<file path="config.mk">
export PLATFORM = sky130hd
export DESIGN_NAME = ceirq_unit
export DESIGN_NICKNAME = d
export VERILOG_FILES = /design/src/rtl/ceirq_pkg.sv /design/src/rtl/ceirq_wm_cmp.sv /design/src/rtl/ceirq_chan.sv /design/src/rtl/ceirq_unit.sv
export SDC_FILE = /design/constraint.sdc
export NUM_CORES = 1
export LEC_CHECK = 0
export ABC_AREA = 1
export BUFFER_PORTS_ARGS = -buffer_cell sky130_fd_sc_hd__buf_2
export CAP_MARGIN = 20
export CELL_PAD_IN_SITES_DETAIL_PLACEMENT = 0
export CELL_PAD_IN_SITES_GLOBAL_PLACEMENT = 1
export CORE_MARGIN = 5
export CORE_UTILIZATION = 25
export DETAILED_ROUTE_END_ITERATION = 8
export HOLD_SLACK_MARGIN = 0.06
export MAX_ROUTING_LAYER = met4
export PLACE_DENSITY = 0.6
export SYNTH_ARGS = -nofsm -noshare
export SYNTH_HDL_FRONTEND = slang
export SYNTH_HIERARCHICAL = 1
export SYNTH_SLANG_ARGS = --single-unit
</file>
<file path="constraint.sdc">
create_clock -name clk -period 1.9 [get_ports clk]
set_input_delay 0.095 -clock clk [delete_from_list [all_inputs] [get_ports clk]]
set_output_delay 0.095 -clock clk [all_outputs]
set_load 0.05 [all_outputs]
</file>
<file path="src/rtl/ceirq_pkg.sv">
package ceirq_pkg;
  localparam int WORD_W    = 32;
  localparam int THR_W     = 16;   // threshold field width, high field at [31:16]
  localparam int ST_W      = 6;
  localparam int HEN_W     = 5;
  localparam int CH_STRIDE = 8;

  // status / enable bit positions
  localparam int ST_CC     = 0;
  localparam int ST_SRC_HI = 1;
  localparam int ST_SRC_LO = 2;
  localparam int ST_DST_HI = 3;
  localparam int ST_DST_LO = 4;
  localparam int ST_ERR    = 5;

  typedef enum logic [2:0] {
    OFF_HOST_EN = 3'd0,
    OFF_MISC_EN = 3'd1,
    OFF_STATUS  = 3'd2,
    OFF_SRC_WM  = 3'd3,
    OFF_DST_WM  = 3'd4
  } reg_off_e;
endpackage

</file>
<file path="src/rtl/ceirq_wm_cmp.sv">
module ceirq_wm_cmp #(
  parameter int CNT_W = 8,
  parameter int THR_W = 16
) (
  input  logic [CNT_W-1:0] occ,
  input  logic [THR_W-1:0] thr_lo,
  input  logic [THR_W-1:0] thr_hi,
  output logic             above,
  output logic             below
);
  localparam int CMP_W = (CNT_W > THR_W) ? CNT_W : THR_W;

  logic [CMP_W-1:0] occ_e, lo_e, hi_e;

  assign occ_e = CMP_W'(occ);
  assign lo_e  = CMP_W'(thr_lo);
  assign hi_e  = CMP_W'(thr_hi);
  assign above = occ_e > hi_e;
  assign below = occ_e < lo_e;
endmodule

</file>
<file path="src/rtl/ceirq_chan.sv">
module ceirq_chan
  import ceirq_pkg::*;
#(
  parameter int CNT_W        = 8,
  parameter int RING_ENTRIES = 16
) (
  input  logic              clk,
  input  logic              rst,
  input  logic              wr_sel,
  input  logic [2:0]        wr_off,
  input  logic [WORD_W-1:0] wr_data,
  input  logic              cc_evt,
  input  logic              err_evt,
  input  logic [CNT_W-1:0]  src_occ,
  input  logic [CNT_W-1:0]  dst_occ,
  output logic [WORD_W-1:0] host_en_word,
  output logic [WORD_W-1:0] misc_en_word,
  output logic [WORD_W-1:0] status_word,
  output logic [WORD_W-1:0] src_wm_word,
  output logic [WORD_W-1:0] dst_wm_word,
  output logic              pend,
  output logic              irq
);
  localparam logic [THR_W-1:0] HI_RST = THR_W'(RING_ENTRIES);

  logic [HEN_W-1:0] host_en_q;
  logic             misc_en_q;
  logic [ST_W-1:0]  status_q;
  logic [THR_W-1:0] src_lo_q, src_hi_q, dst_lo_q, dst_hi_q;
  logic [ST_W-1:0]  set_vec, clr_vec, en_vec;
  logic             src_above, src_below, dst_above, dst_below;
  logic             wr_en_cfg;

  ceirq_wm_cmp #(.CNT_W(CNT_W), .THR_W(THR_W)) u_src_cmp (
    .occ(src_occ), .thr_lo(src_lo_q), .thr_hi(src_hi_q),
    .above(src_above), .below(src_below)
  );

  ceirq_wm_cmp #(.CNT_W(CNT_W), .THR_W(THR_W)) u_dst_cmp (
    .occ(dst_occ), .thr_lo(dst_lo_q), .thr_hi(dst_hi_q),
    .above(dst_above), .below(dst_below)
  );

  always_comb begin
    set_vec            = '0;
    set_vec[ST_CC]     = cc_evt;
    set_vec[ST_SRC_HI] = src_above;
    set_vec[ST_SRC_LO] = src_below;
    set_vec[ST_DST_HI] = dst_above;
    set_vec[ST_DST_LO] = dst_below;
    set_vec[ST_ERR]    = err_evt;
  end

  assign clr_vec = (wr_sel && (wr_off == OFF_STATUS)) ? wr_data[ST_W-1:0] : '0;
  assign en_vec  = {misc_en_q, host_en_q};
  assign pend    = |(status_q & en_vec);

  assign wr_en_cfg = wr_sel && ((wr_off == OFF_HOST_EN) || (wr_off == OFF_MISC_EN) ||
                                (wr_off == OFF_SRC_WM)  || (wr_off == OFF_DST_WM));

  always_ff @(posedge clk) begin
    if (rst) begin
      host_en_q <= '0;
      misc_en_q <= 1'b0;
      status_q  <= '0;
      src_lo_q  <= '0;
      src_hi_q  <= HI_RST;
      dst_lo_q  <= '0;
      dst_hi_q  <= HI_RST;
      irq       <= 1'b0;
    end else begin
      // a set in the same cycle overrides a clear
      status_q <= (status_q & ~clr_vec) | set_vec;
      irq      <= pend;
      if (wr_sel) begin
        case (wr_off)
          OFF_HOST_EN: host_en_q <= wr_data[HEN_W-1:0];
          OFF_MISC_EN: misc_en_q <= wr_data[0];
          OFF_SRC_WM: begin
            src_lo_q <= wr_data[THR_W-1:0];
            src_hi_q <= wr_data[2*THR_W-1:THR_W];
          end
          OFF_DST_WM: begin
            dst_lo_q <= wr_data[THR_W-1:0];
            dst_hi_q <= wr_data[2*THR_W-1:THR_W];
          end
          default: ;
        endcase
      end
    end
  end

  assign host_en_word = WORD_W'(host_en_q);
  assign misc_en_word = WORD_W'(misc_en_q);
  assign status_word  = WORD_W'(status_q);
  assign src_wm_word  = {src_hi_q, src_lo_q};
  assign dst_wm_word  = {dst_hi_q, dst_lo_q};

  // cleared bits without a simultaneous set are gone next cycle
  a_r5_clear_exact: assert property (@(posedge clk) disable iff (rst)
    (clr_vec != '0) |=> ((status_q & $past(clr_vec) & ~$past(set_vec)) == '0));

  // any set condition is visible next cycle, even against a clear
  a_r6_set_wins: assert property (@(posedge clk) disable iff (rst)
    (set_vec != '0) |=> ((status_q & $past(set_vec)) == $past(set_vec)));

  // writing enables or thresholds never drops a pending status bit
  a_r7_mask_keeps_status: assert property (@(posedge clk) disable iff (rst)
    wr_en_cfg |=> ((status_q & $past(status_q)) == $past(status_q)));

  // the interrupt line follows pending state one cycle later
  a_r2_irq_rise: assert property (@(posedge clk) disable iff (rst)
    (pend && !irq) |=> irq);
endmodule

</file>
<file path="src/rtl/ceirq_unit.sv">
module ceirq_unit
  import ceirq_pkg::*;
#(
  parameter  int NUM_CH       = 4,
  parameter  int CNT_W        = 8,
  parameter  int RING_ENTRIES = 16,
  localparam int ADDR_W       = $clog2(NUM_CH) + 4
) (
  input  logic                    clk,
  input  logic                    rst,
  input  logic                    reg_wr_en,
  input  logic [ADDR_W-1:0]       reg_addr,
  input  logic [31:0]             reg_wdata,
  output logic [31:0]             reg_rdata,
  input  logic [NUM_CH-1:0]       cc_evt,
  input  logic [NUM_CH-1:0]       err_evt,
  input  logic [NUM_CH*CNT_W-1:0] src_occ,
  input  logic [NUM_CH*CNT_W-1:0] dst_occ,
  output logic [NUM_CH-1:0]       irq_ch,
  output logic                    irq_any
);
  localparam int               CIX_W    = ADDR_W - 3;
  localparam logic [ADDR_W-1:0] SUM_ADDR = ADDR_W'(NUM_CH * CH_STRIDE);

  logic [CIX_W-1:0]  addr_cix;
  logic [2:0]        addr_off;
  logic [NUM_CH-1:0] wr_sel, pend_vec, summary_q;
  logic [31:0]       w_host[NUM_CH];
  logic [31:0]       w_misc[NUM_CH];
  logic [31:0]       w_stat[NUM_CH];
  logic [31:0]       w_swm[NUM_CH];
  logic [31:0]       w_dwm[NUM_CH];
  logic [31:0]       rd_next;
  logic              any_q;

  assign addr_cix = reg_addr[ADDR_W-1:3];
  assign addr_off = reg_addr[2:0];

  for (genvar g = 0; g < NUM_CH; g++) begin : g_ch
    assign wr_sel[g] = reg_wr_en && (addr_cix == CIX_W'(g));

    ceirq_chan #(.CNT_W(CNT_W), .RING_ENTRIES(RING_ENTRIES)) u_chan (
      .clk(clk), .rst(rst),
      .wr_sel(wr_sel[g]), .wr_off(addr_off), .wr_data(reg_wdata),
      .cc_evt(cc_evt[g]), .err_evt(err_evt[g]),
      .src_occ(src_occ[g*CNT_W +: CNT_W]), .dst_occ(dst_occ[g*CNT_W +: CNT_W]),
      .host_en_word(w_host[g]), .misc_en_word(w_misc[g]), .status_word(w_stat[g]),
      .src_wm_word(w_swm[g]), .dst_wm_word(w_dwm[g]),
      .pend(pend_vec[g]), .irq(irq_ch[g])
    );
  end

  always_comb begin
    rd_next = '0;
    if (reg_addr == SUM_ADDR) begin
      rd_next = 32'(summary_q);
    end else begin
      for (int c = 0; c < NUM_CH; c++) begin
        if (addr_cix == CIX_W'(c)) begin
          case (addr_off)
            OFF_HOST_EN: rd_next = w_host[c];
            OFF_MISC_EN: rd_next = w_misc[c];
            OFF_STATUS:  rd_next = w_stat[c];
            OFF_SRC_WM:  rd_next = w_swm[c];
            OFF_DST_WM:  rd_next = w_dwm[c];
            default:     rd_next = '0;
          endcase
        end
      end
    end
  end

  always_ff @(posedge clk) begin
    if (rst) begin
      reg_rdata <= '0;
      summary_q <= '0;
      any_q     <= 1'b0;
    end else begin
      reg_rdata <= rd_next;
      summary_q <= pend_vec;
      any_q     <= |pend_vec;
    end
  end

  assign irq_any = any_q;

  // summary register and per-channel lines agree
  a_r8_summary_matches_lines: assert property (@(posedge clk) disable iff (rst)
    irq_ch == summary_q);

  // shared line is the OR of the summary
  a_r8_shared_line: assert property (@(posedge clk) disable iff (rst)
    irq_any == (summary_q != '0));
endmodule

</file>
* Yosys cells after proc, flatten, opt, wreduce, memory -nomap -nowiden *
Index checks and enable logic that the tools add are counted.

cells by class
  $lt $le $gt $ge = 16
  equality and inequality tests = 8
  multiplexer cells = 13
  bitwise logic cells = 16
  reductions and logical operators = 32

operators with widths
  cell                                           number
  case mux 32 bit (5 select lines)               4
  > comparator 8 x 16 -> 1 bit                   8
  less-than comparator 8 x 16 -> 1 bit           8
  two-way mux 32 bit                             4
  AND 6 bit                                      8
  AND reduction 2 bit                            16
  two-way mux 6 bit                              4
  NOT 6 bit                                      4
  OR 6 bit                                       4
  OR reduction 24 bit                            1
  OR reduction 6 bit                             4
  == test 3 x 2 -> 1 bit, second input constant  4
  logical AND 1 bit                              8
  == test 3 x 1 -> 1 bit, second input constant  2
  == test 6 bit, second input constant           1
  zero test 3 bit                                2
  two-way mux 4 bit                              1
  == test 3 bit, second input constant           1
  OR reduction 2 bit                             1

word-level totals
  register bits after elaboration = 345
  bits of input ports = 113
  output and inout port bits = 37
  word-level logic and storage cells = 121

* Longest topological paths before layout *
  word-level depth = 7
  mapped depth = 13
  mapped depth without buffers = 11

* Modules after synthesis *
The synthesis kept the hierarchy.

modules (own cells, without submodules)
  module        times used  cells an instance  area each (um^2)
  ceirq_chan    4           449                3,535.9
  ceirq_unit    1           1,385              6,371.1
  ceirq_wm_cmp  8           79                 457.9

* Worst setup path after synthesis *
Ideal clock, no wire load.

  kind = input-to-reg
  start = input port reg_addr[4]
  end = register g_ch[1].u_chan.src_hi_q[0]
  setup time = 0.132 ns
  arrival = 1.568 ns
  path slack = 0.199 ns
  cell stages on the path = 10
  path buffers = 2
  path through = nor3_1 -> clkbuf_1 -> inv_1 -> nor2_1 -> inv_2 -> nor2_4 -> nand3_2 -> buf_2 -> nand2_1 -> a21oi_1

between the ends
  word-level cells in the longest chain between the ends = 3

ends and longest elaborated chain
  item                           line              text
  from (decl)                    ceirq_unit.sv:12  input logic [ADDR_W-1:0] reg_addr,
  == test 3 x 1 -> 1 bit         ceirq_unit.sv:40  assign wr_sel[g] = reg_wr_en && (addr_cix == CIX_W'(g));
  logical AND 1 bit              ceirq_unit.sv:40
  via wr_sel[1]                  ceirq_unit.sv:27  logic [NUM_CH-1:0] wr_sel, pend_vec, summary_q;
  AND reduction 2 bit (no line)  --
  to (signal assigned)           ceirq_chan.sv:81  src_hi_q <= wr_data[2*THR_W-1:THR_W];
  to (decl)                      ceirq_chan.sv:29  logic [THR_W-1:0] src_lo_q, src_hi_q, dst_lo_q, dst_hi_q;

The timed path passes the listed nets, and every way through them passes these cells.
A chain may end at the register's enable or synchronous reset.

* Final worst setup path *
  start = input port reg_addr[3]
  end = register g_ch[1].u_chan.dst_lo_q[4]

between the ends
  word-level cells in the longest chain between the ends = 3

ends and longest elaborated chain
  item                           line              text
  == test 3 x 1 -> 1 bit         ceirq_unit.sv:40
  logical AND 1 bit              ceirq_unit.sv:40
  via wr_sel[1]                  ceirq_unit.sv:27
  AND reduction 2 bit (no line)  --
  to (signal assigned)           ceirq_chan.sv:84  dst_lo_q <= wr_data[THR_W-1:0];
  to (decl)                      ceirq_chan.sv:29

The timed path passes the listed nets, and every way through them passes these cells.

==> impl_results.md <==
* Maximum VDD drop at 0.519 mV
* R2R setup slack at 0.32 ns
* Post-Place Worst Slack at -0.145 ns
* CP required at 2.35 ns
* Global-route wire length before repair at 156000 um
* Syn Std Cell Area at 0.0242 sq mm
* Die ar. at 0.103 sq mm
* GRT Total Usage at 0.210
* CTS tree: yes
* LEAKAGE at 12.2 nW
* Max-cap violations at 0
* CP max stage cell: dlygate4sd3_1
* CP Max Fanout at 14
* TritonRoute pass-1 iters at 5
* Minimum clock period at 1.81 ns
* Final core utilization at 0.287
* Share of cells above drive strength 1 at 0.110
* Non-filler cells, final at 5314
* Nets@finish at 4239
* Hold/Removal Path Class: input port to flip-flop
* Setup-failing EPs final at 0
* RePlAce Congestion at 0.939
* DPL Wire Length at 79300 um
* Initial Utilization at 0.251
* Total congestion overflow at 0
* Number of buffers added on ports at 149
* Most common cell after layout, fill and taps aside: nand2_1
* Die X at 321 um
* Core area at 0.0963 sq mm
* RSZ-0062 raised after global routing: false
* Worst r2r dst: g_ch[1].u_chan/status_q[3]$_SDFF_PP0_
* Worst Hold End: g_ch[3].u_chan/status_q[2]$_SDFF_PP0_
* CP Launch Type: input port
* Largest net degree at the start of global routing at 71
* Total Routed Length at 109000 um
* Via total after detailed routing at 23600
* Routed Antenna Nets at 0
* Post-synthesis sequential area ratio at 0.286
* CTS Buf Count at 43
* Fmax at 553 MHz
* DRC at 0
* Area grow syn2layout at 14.3%
* FF-to-FF path depth at 10
* Worst-skew pair later-pin latency at 0.58 ns
* Status: completed
* Synth unique cells at 38
* CP arrival at 2.26 ns
* Clock Pin Slew Worst Setup and Hold Paths at 0.06 ns
* Hold Crit Start: src_occ[31]
* CP peak stage delay at 0.64 ns
* Pwr/cell area at 691 mW/mm^2
* Flops & latches, synth at 345
* DR WL/cell at 20.5 um
* # H-tree levels at 2
* Root Buffer: clkbuf_16
* CP Cell Sequence: dlygate4sd3_1, buf_2, inv_1, nor3_2, inv_1, nor2_4, buf_4, nand3_4, buf_4, o21ai_0, nor2_1
* Vias in the first global route at 22200
* Hold Path Depth at 7
* Crit end category: flip-flop
* Mapped Cells at 3813
* Most frequent cells in the layout: nand2_1, nor2_1, dfxtp_1, conb_1, inv_1
* Clock Skews at 0.0252 ns
* Longest Clk Path Bufs at 3
* Final setup margin at 0.0915 ns
* Worst reg2reg path startpoint: g_ch[1].u_chan/dst_hi_q[1]$_SDFFE_PP0P_
* Tightest Pin Transition at 0.750 ns
* Row count at 114
* Hold slack at 0.0758 ns
* Normalized max-slew margin at 0.500
* WS Path Type: input port to flip-flop
* Vias per cell at 4.45
* Io pins at 150
* Period Utilization, post-route at 0.952
* Final Hold Viols at 0
* Die height at 321 um
* Mean Syn Cell Area at 6.34 sq um
* TritonCTS Sinks at 345
* Initial antenna violation count at 15
* Synthesis warning total at 6
* Pins over their slew limit at 0
* Cells after DPL at 5206
* DRT iter0 DRCs at 2065
-- per-layer routing --
layer	global-route usage	part of all wire	up-vias	routed length, um
met1	0.283	0.46	10900	49900
met5	-	0	-	0
li1	-	-	11900	-
met4	0.0520	0.028	0	3050
met3	0.0291	0.058	125	6320
met2	0.334	0.46	692	49700
-- power by group --
part / total, mW / switching (mW) / leakage, nW / internal [mW]
logic: 2.75 / 1.93 / 8.70 / 0.824
clock network: 8.89 / 3.56 / 0.722 / 5.33
registers: 7.45 / 0.107 / 2.79 / 7.34
total: 19.1 / 5.59 / 12.2 / 13.5
-- flip-flops by register name, summed over array words and instances, names as in the netlist --
register and count:
g_ch.u_chan/irq 4, irq_any 1, reg_rdata 32, g_ch.u_chan/status_q 24
g_ch.u_chan/dst_hi_q 64, g_ch.u_chan/dst_lo_q 64, g_ch.u_chan/misc_en_q 4, summary_q 4
g_ch.u_chan/host_en_q 20, g_ch.u_chan/src_lo_q 64, g_ch.u_chan/src_hi_q 64
-- kinds of logic after synthesis --
family                   after synthesis  synth area share
AO/OA/AOI/OAI                        453            0.0970
adder cells (fa/ha/maj)              120            0.0621
buffers and inverters                838             0.195
flip-flops                           345             0.286
other                                  4          0.000621
AND/OR/NAND/NOR                     2053             0.359
-- metrics by stage --
step           power [mW]  TNS (ns)  instance area [sq um]
3_5_place_dp         10.3    -0.308                  25800
2_1_floorplan        9.43         0                  25400
6_report             19.1         0                  27600
4_1_cts              19.2         0                  27600
5_1_grt              19.8         0                  27600
3_3_place_gp         10.3    -0.454                  25800
-- worst max path at each step --
stage / slack [ns] / end / cells past startpoint / from
after CTS: 0.0005 / g_ch[1].u_chan/dst_lo_q[4]$_SDFFE_PP0P_ / 11 / reg_addr[3]
after floorplan: 0.20 / g_ch[1].u_chan/src_hi_q[0]$_SDFFE_PP0P_ / 10 / reg_addr[4]
after detailed placement: -0.14 / reg_rdata[5]$_SDFF_PP0_ / 12 / reg_addr[2]
after global placement: -0.14 / reg_rdata[5]$_SDFF_PP0_ / 12 / reg_addr[2]
after global routing: 0.02 / g_ch[2].u_chan/src_hi_q[5]$_SDFFE_PP0P_ / 11 / reg_addr[5]
final: 0.09 / g_ch[1].u_chan/dst_lo_q[4]$_SDFFE_PP0P_ / 11 / reg_addr[3]
-- synth_stat cells, drive strengths merged --
cell type  instances  share of area
nand2           1140           0.18
nor2             521          0.084
buf              453           0.13
dfxtp            345           0.29
inv              294          0.046
a21oi            219          0.045
o21ai            203          0.042
nand4            198          0.051
nand3            160          0.037
ha               120          0.062
clkbuf            87          0.014
a22oi             10         0.0031
nor3              10         0.0021
nor4               9         0.0044
o21a               8         0.0025
o21bai             8         0.0025
or2                8         0.0021
clkinv             4        0.00083
conb               4        0.00062
nand3b             4         0.0012
a211oi             3        0.00093
and2               2        0.00052
a41oi              1        0.00036
and3               1        0.00026
o211ai             1        0.00031
-- worst max-delay path: cells and delay by family --
kind / cells / cell delay (ns)
buffers and inverters: 6 / 1.39
AOI/OAI and AO/OA: 1 / 0.17
and+or+nand+nor: 4 / 0.59
-- repair_timing --
| action | in CTS | in global routing |
|---|---|---|
| hold buffers | 29 | 0 |
| setup buffers | 0 | 2 |
| resized for setup | 0 | 5 |
| hold endpoints to repair | 115 | 0 |
| endpoints found under the setup margin | 0 | 66 |
-- final cells by class --
cell class                 count  area, sq um
clock buffer                  59         1240
clock inverter                14          226
multi-input combinational   2962        13800
antenna                        4         10.0
timing repair buffer         356         2710
sequential                   345         6910
fill                       10900        68600
tap                         1276         1600
inverter                     298         1130
Power figures use the tool's default switching activity.
